[src/rtl/tdm_sum_pkg.sv]
package tdm_sum_pkg;

    localparam int unsigned DEF_CORES    = 4;
    localparam int unsigned DEF_SLOTS    = 10;
    localparam int unsigned DEF_SAMPLE_W = 16;
    localparam int unsigned DEF_DAC_W    = 12;
    localparam int unsigned DEF_SLOT_W   = 4;

    // Smallest signed width holding cores*slots samples of sample_w bits.
    function automatic int unsigned acc_width_for(input int unsigned cores,
                                                  input int unsigned slots,
                                                  input int unsigned sample_w);
        return sample_w + $clog2(cores * slots);
    endfunction

endpackage

[src/rtl/tdm_sum_tree.sv]
// Combinational pairwise adder tree over the packed core samples.
module tdm_sum_tree #(
    parameter int unsigned N_CORES  = 4,
    parameter int unsigned SAMPLE_W = 16,
    parameter int unsigned ACC_W    = 22
) (
    input  logic [N_CORES*SAMPLE_W-1:0] rf_in,
    output logic signed [ACC_W-1:0]     sum_o
);
    localparam int unsigned LEVELS = (N_CORES > 1) ? $clog2(N_CORES) : 1;
    localparam int unsigned PAD    = 1 << LEVELS;
    localparam int unsigned EXT_W  = ACC_W - SAMPLE_W;

    // Heap layout: leaves at PAD..2*PAD-1, root at 1.
    logic signed [ACC_W-1:0] node [1:2*PAD-1];

    for (genvar k = 0; k < PAD; k++) begin : g_leaf
        if (k < N_CORES) begin : g_used
            assign node[PAD+k] = {{EXT_W{rf_in[k*SAMPLE_W+SAMPLE_W-1]}},
                                  rf_in[k*SAMPLE_W +: SAMPLE_W]};
        end else begin : g_pad
            assign node[PAD+k] = '0;
        end
    end

    for (genvar i = 1; i < PAD; i++) begin : g_add
        assign node[i] = node[2*i] + node[2*i+1];
    end

    assign sum_o = node[1];
endmodule

[src/rtl/tdm_sum_acc.sv]
// Frame accumulator: adds one tree sum per valid cycle and closes at the last slot.
module tdm_sum_acc #(
    parameter int unsigned N_SLOTS = 10,
    parameter int unsigned SLOT_W  = 4,
    parameter int unsigned ACC_W   = 22,
    parameter int unsigned DAC_W   = 12
) (
    input  logic                     clk,
    input  logic                     rst_n,
    input  logic                     slot_valid,
    input  logic [SLOT_W-1:0]        slot,
    input  logic signed [ACC_W-1:0]  tree_sum,
    output logic                     close_evt,
    output logic [DAC_W-1:0]         close_top,
    output logic signed [ACC_W-1:0]  acc_o
);
    localparam logic [SLOT_W-1:0] LAST_SLOT = SLOT_W'(N_SLOTS - 1);

    typedef struct packed {
        logic signed [ACC_W-1:0] acc;
    } acc_st_t;

    acc_st_t st_d, st_q;
    logic signed [ACC_W-1:0] frame_total;

    always_comb begin
        st_d        = st_q;
        frame_total = st_q.acc + tree_sum;
        close_evt   = slot_valid && (slot == LAST_SLOT);
        close_top   = frame_total[ACC_W-1 -: DAC_W];
        if (slot_valid) begin
            st_d.acc = close_evt ? '0 : frame_total;
        end
    end

    always_ff @(posedge clk or negedge rst_n) begin
        if (!rst_n) begin
            st_q <= '0;
        end else begin
            st_q <= st_d;
        end
    end

    assign acc_o = st_q.acc;
endmodule

[src/rtl/tdm_sum_out.sv]
// Output register: offset-binary conversion, hold between frames, one-cycle strobe.
module tdm_sum_out #(
    parameter int unsigned DAC_W = 12
) (
    input  logic             clk,
    input  logic             rst_n,
    input  logic             close_evt,
    input  logic [DAC_W-1:0] close_top,
    output logic [DAC_W-1:0] dac_q,
    output logic             dac_stb
);
    localparam logic [DAC_W-1:0] MID_CODE = {1'b1, {(DAC_W-1){1'b0}}};

    typedef struct packed {
        logic [DAC_W-1:0] word;
        logic             stb;
    } out_st_t;

    out_st_t st_d, st_q;

    always_comb begin
        st_d     = st_q;
        st_d.stb = 1'b0;
        if (close_evt) begin
            st_d.word = {~close_top[DAC_W-1], close_top[DAC_W-2:0]};
            st_d.stb  = 1'b1;
        end
    end

    always_ff @(posedge clk or negedge rst_n) begin
        if (!rst_n) begin
            st_q.word <= MID_CODE;
            st_q.stb  <= 1'b0;
        end else begin
            st_q <= st_d;
        end
    end

    assign dac_q   = st_q.word;
    assign dac_stb = st_q.stb;
endmodule

[src/rtl/tdm_sum_dac.sv]
module tdm_sum_dac #(
    parameter int unsigned N_CORES  = tdm_sum_pkg::DEF_CORES,
    parameter int unsigned N_SLOTS  = tdm_sum_pkg::DEF_SLOTS,
    parameter int unsigned SAMPLE_W = tdm_sum_pkg::DEF_SAMPLE_W,
    parameter int unsigned SLOT_W   = tdm_sum_pkg::DEF_SLOT_W,
    parameter int unsigned DAC_W    = tdm_sum_pkg::DEF_DAC_W,
    parameter int unsigned ACC_W    = tdm_sum_pkg::acc_width_for(N_CORES, N_SLOTS, SAMPLE_W)
) (
    input  logic                        clk,
    input  logic                        rst_n,
    input  logic [N_CORES*SAMPLE_W-1:0] rf_in,
    input  logic [SLOT_W-1:0]           slot,
    input  logic                        slot_valid,
    output logic [DAC_W-1:0]            dac_q,
    output logic                        dac_stb
);
    logic signed [ACC_W-1:0] tree_sum;
    logic signed [ACC_W-1:0] acc_now;
    logic                    close_evt;
    logic [DAC_W-1:0]        close_top;

    tdm_sum_tree #(
        .N_CORES (N_CORES),
        .SAMPLE_W(SAMPLE_W),
        .ACC_W   (ACC_W)
    ) u_tree (
        .rf_in(rf_in),
        .sum_o(tree_sum)
    );

    tdm_sum_acc #(
        .N_SLOTS(N_SLOTS),
        .SLOT_W (SLOT_W),
        .ACC_W  (ACC_W),
        .DAC_W  (DAC_W)
    ) u_acc (
        .clk       (clk),
        .rst_n     (rst_n),
        .slot_valid(slot_valid),
        .slot      (slot),
        .tree_sum  (tree_sum),
        .close_evt (close_evt),
        .close_top (close_top),
        .acc_o     (acc_now)
    );

    tdm_sum_out #(
        .DAC_W(DAC_W)
    ) u_out (
        .clk      (clk),
        .rst_n    (rst_n),
        .close_evt(close_evt),
        .close_top(close_top),
        .dac_q    (dac_q),
        .dac_stb  (dac_stb)
    );
endmodule

[config.mk]
export PLATFORM = sky130hd
export DESIGN_NAME = tdm_sum_dac
export DESIGN_NICKNAME = d
export VERILOG_FILES = /design/src/rtl/tdm_sum_pkg.sv /design/src/rtl/tdm_sum_tree.sv /design/src/rtl/tdm_sum_acc.sv /design/src/rtl/tdm_sum_out.sv /design/src/rtl/tdm_sum_dac.sv
export SDC_FILE = /design/constraint.sdc
export NUM_CORES = 1
export LEC_CHECK = 0
export BUFFER_PORTS_ARGS = -buffer_cell sky130_fd_sc_hd__clkbuf_2
export CAP_MARGIN = 25
export CORE_AREA = 3 3 143 89
export DETAILED_ROUTE_END_ITERATION = 10
export DIE_AREA = 0 0 146 92
export GPL_TIMING_DRIVEN = 0
export PLACE_DENSITY = 0.56
export SYNTH_ARGS = -nofsm -noshare
export SYNTH_HDL_FRONTEND = slang
export SYNTH_SLANG_ARGS = --single-unit
[constraint.sdc]
create_clock -name clk -period 3.14 [get_ports clk]
set_clock_uncertainty 0.15 [all_clocks]
set_input_delay 0.314 -clock clk [delete_from_list [all_inputs] [get_ports clk]]
set_output_delay 0.314 -clock clk [all_outputs]
set_load 0.02 [all_outputs]
Word-level counts from Yosys, hierarchy flattened. Cells that the tools add are included.

Bits in registers: 35. Output and inout bits: 13. Logic and storage cells: 12.

Add/subtract/negate cells: 4. Equality and inequality tests: 1. Muxes and demuxes: 2. Bitwise gates (word level): 1. Reductions and logical operators: 1.

Operators by type and width (number): 16-bit by 16-bit adder with 17-bit output (2); 22-bit by 18-bit adder with 22-bit output (1); 22-bit 2-to-1 mux (1); 17-bit by 17-bit adder with 18-bit output (1); 4-bit equality test, second input constant (1); 1-bit logical AND (1); 1-bit 2-to-1 mux (1); 1-bit NOT (1).

Longest topological paths before layout.
Word-level depth: 4. Mapped depth: 16.

By module. Synthesis repeated with hierarchy kept, for this count alone.

Cells, all modules: 587. Area, all modules: 5038.6 um^2.

By module, submodules not included: tdm_sum_tree (instances 1, cells each 326, area each 2424.8 um^2, seq. area each 0.0 um^2); tdm_sum_acc (instances 1, cells each 234, area each 2104.5 um^2, seq. area each 550.5 um^2); tdm_sum_out (instances 1, cells each 27, area each 509.2 um^2, seq. area each 326.6 um^2).

Worst setup path after synthesis. Ideal clock, no wire load.

Path kind: input -> register. Start point: in rf_in[14]. End point: reg u_acc.st_q (netlist bit u_acc.acc_o[19]). Library setup time: 128 ps. Data arrival time: 3686 ps. Data required time: 2862 ps. Setup slack: -825 ps. Stages: 16. Cells stage by stage: inv_1 -> fa_1 -> inv_1 -> fa_1 -> inv_1 -> fa_1 -> inv_1 -> ha_1 -> buf_6 -> a21oi_4 -> o21ai_2 -> a21o_1 -> a2111o_1 -> a221oi_2 -> xor2_1 -> o22ai_1.

Longest elaborated chain between the ends: 4.

Ends and longest elaborated chain: start, declared (RTL line tdm_sum_dac.sv:11) `input logic [N_CORES*SAMPLE_W-1:0] rf_in,`; 16-bit by 16-bit adder with 17-bit output (RTL line tdm_sum_tree.sv:27) `assign node[i] = node[2*i] + node[2*i+1];`; 17-bit by 17-bit adder with 18-bit output (RTL line tdm_sum_tree.sv:27); 22-bit by 18-bit adder with 22-bit output (RTL line tdm_sum_acc.sv:28) `frame_total = st_q.acc + tree_sum;`; 22-bit 2-to-1 mux (RTL line tdm_sum_acc.sv:32) `st_d.acc = close_evt ? '0 : frame_total;`; end signal, assigned (RTL line tdm_sum_acc.sv:40) `st_q <= st_d;`; end, declared (RTL line tdm_sum_acc.sv:23) `acc_st_t st_d, st_q;`.

No other way between the ends. A chain may end at the register's enable or synchronous reset.

Final worst setup path.
Start point: in rf_in[2]. End point: reg u_acc.st_q (netlist bit u_acc.acc_o[18]).

Same word-level chain as after synthesis.

==> flow_summary.ini <==
[status]
status = finished, violations left
violations = negative setup slack

[timing]
fin_crit_sh_pct = 121
max_freq_ghz = 0.263
slew_violations = 0
whs_ps = 1.72
hold_violations = 0
max-slew-margin-rel_pct = 41.1
worst_slack_ps = -656
grt_setup_unrepaired = true
period_minus_slack_ps = 3800
tightest_slew_ps = 884
setup_violations = 29

[grt]
track_usage_pct = 14.4
grt_pass1_wl_mm = 15.8
grt_start_max_net_pins = 36
antenna_found_initial = 0
grt_pass1_vias = 3307
gr-total-overflow = 0

[place]
dpl.hpwl_mm = 7.68
gp_congestion = 0.910
numPortBuffers = 83

[worst_setup_path]
worstSetupPathType = in2reg
critPathMaxStageDelay_ps = 530
startpoint_type = input port
path_cells = buf_8, inv_8, fa_1, inv_1, fa_1, inv_2, fa_1, inv_1, ha_1, a21o_1, nand4_1, a21oi_4, o41ai_4, o41ai_2, xnor2_2, o22ai_1
crit_arrival_ps = 3800
setup.worst_path.end_class = flip-flop
crit_path_top_delay_cell = fa_1
crit_top_cell = fa_1
cp.required_ps = 3140
cp_max_fo = 2

[yosys]
synth_edf_count = 0
async_flop_share_pct = 100
synth.net_count = 601
avgSynthCellArea_um2 = 8.82
synthCells = 454
ys_types = 45
synth_seq_area_share_pct = 21.9
synth.cell_area_mm2 = 0.00401
ys_ff_latch = 35
synth_top_flop_cell = dfrtp_1
ys_warn_count = 0

[cts]
cts-root-buf = clkbuf_16
clock-sinks = 35
cts-buffers-inserted = 5
hold_buffers = 0
cts_tree = yes
cts_buffer_depth = 2
h-tree-depth = 2
clk_pin_slew_worst_paths_ps = 60
insertion_delay_ps = 280

[route]
wl_mm = 9.40
dr_total_vias = 3247
dr.first_iter.drc_count = 178
viasPerCell = 4.45
avgRoutedWirePerCell_um = 12.9
drc_errors = 0
ant_nets = 0
dr.pass1.iters = 4

[flow_run]
max-cap-violations = 0

[layout]
final_common_cell = inv_1
layout-drive-gt1-share_pct = 38.1
syn_to_final_growth_pct = 39.3
n_antenna_cell = 0
nets = 715
fill_cells = 1059
layout.cells.most_common_list = 132 x inv_1, 77 x clkbuf_2, 50 x fa_1, 34 x dfrtp_1, 26 x nand2_1

[die]
initial_utilization_pct = 35.2
fp.dieW_um = 146
core-area_mm2 = 0.0114
die_y_um = 92
rows = 30
io_pins = 84
dieArea_mm2 = 0.0134

[worst_hold_path]
holdCritPathClass = in2async
area by class of cell:
cell class / instances / area [um^2] / area share (%)
Buffer: 10 / 93.8 / 1.68
Clock buffer: 5 / 125 / 2.24
Clock inverter: 3 / 20.0 / 0.359
Inverter: 157 / 614 / 11.0
Multi-Input combinational cell: 251 / 2970 / 53.2
Sequential cell: 35 / 877 / 15.7
Tap cell: 160 / 200 / 3.59
Timing Repair Buffer: 108 / 683 / 12.2
repair_timing:
item,CTS,global route
resized for setup,34,58
gates cloned,0,0
setup endpoints to repair,28,30
buffers inserted,8,18
pin swaps,29,64
sequential cells by signal, summed over array words and instances (netlist names):
register and count:
u_out.dac_stb 1, u_out.dac_q 12, u_acc.acc_o 22
worst paths after layout:
path                                  from         endpoint  slack, ps  cells after the start
setup / recovery                  rf_in[2]  u_acc.acc_o[18]       -660                     16
hold / removal                       rst_n   u_acc.acc_o[0]          2                      1
setup reg to reg           u_acc.acc_o[14]  u_acc.acc_o[19]        130                     11
hold reg to reg            u_out.dac_q[11]  u_out.dac_q[11]        320                      2
max in group asynchronous            rst_n   u_acc.acc_o[7]       2290                      1
min in group clk                slot_valid   u_acc.acc_o[0]        280                      3
per-layer routing:
layer	global-route usage (%)	share of wire (%)	vias to the layer above	wire length (um)
met5	0	0	-	0
met4	2.19	0.54	0	51
met3	3.11	6.6	4	621
met2	19.7	40	94	3770
met1	23.2	53	1538	4960
li1	-	-	1611	-
cells by family (layout without fill, tap and decap cells):
group	after synthesis	in the layout	synth area share (%)
buffers and inverters	168	283	17.3
AO/OA/AOI/OAI	93	93	15.4
adder cells (fa/ha/maj)	76	76	33.7
AND/OR/NAND/NOR	61	61	7.06
flip-flops	35	35	21.9
XOR/XNOR	20	20	4.37
multiplexers	1	1	0.281
synthesized netlist by cell type (2+ instances only):
library cell,number,area share (%)
dfrtp_1,34,21
nand4_1,3,0.47
a221oi_2,2,0.75
or3_1,2,0.31
o21ai_0,20,2.5
nor3_1,3,0.37
clkbuf_1,4,0.37
o22ai_1,17,2.7
buf_6,3,0.84
a21oi_1,18,2.2
xnor2_1,10,2.2
nor2_1,7,0.66
nand2b_1,3,0.47
a21o_1,9,1.7
nand3_1,6,0.75
o41ai_1,2,0.44
o21a_1,4,0.75
o21ai_1,3,0.37
inv_1,157,15
ha_1,23,7.2
nor4_1,2,0.31
a31oi_1,3,0.47
xor2_1,10,2.2
fa_1,53,26
clkbuf_8,4,1.4
o211a_1,2,0.50
o21bai_1,3,0.56
nand2_1,30,2.8
through the flow:
step	std cells	instance area, um^2	utilization [%]	worst slack [ps]	TNS [ps]
after floorplan	454	4190	-	-742	-10270
after global placement	697	4810	42.3	-1240	-24080
after detailed placement	697	4810	42.3	-1270	-24730
after CTS	713	5220	45.9	-756	-13010
after global routing	729	5580	49.1	-737	-16230
final	729	5580	49.1	-656	-12820
worst max-delay path: cells and delay by family:
family | cells | cell delay [ps]
buf+inv | 5 | 240
compound gates | 5 | 1050
fa+ha+maj | 4 | 1820
xor+xnor | 1 | 200
simple gates | 1 | 160
Power is left out: the tool's default activity adds up to more than one toggle a clock period on the data nets, which glitch-free logic cannot reach.
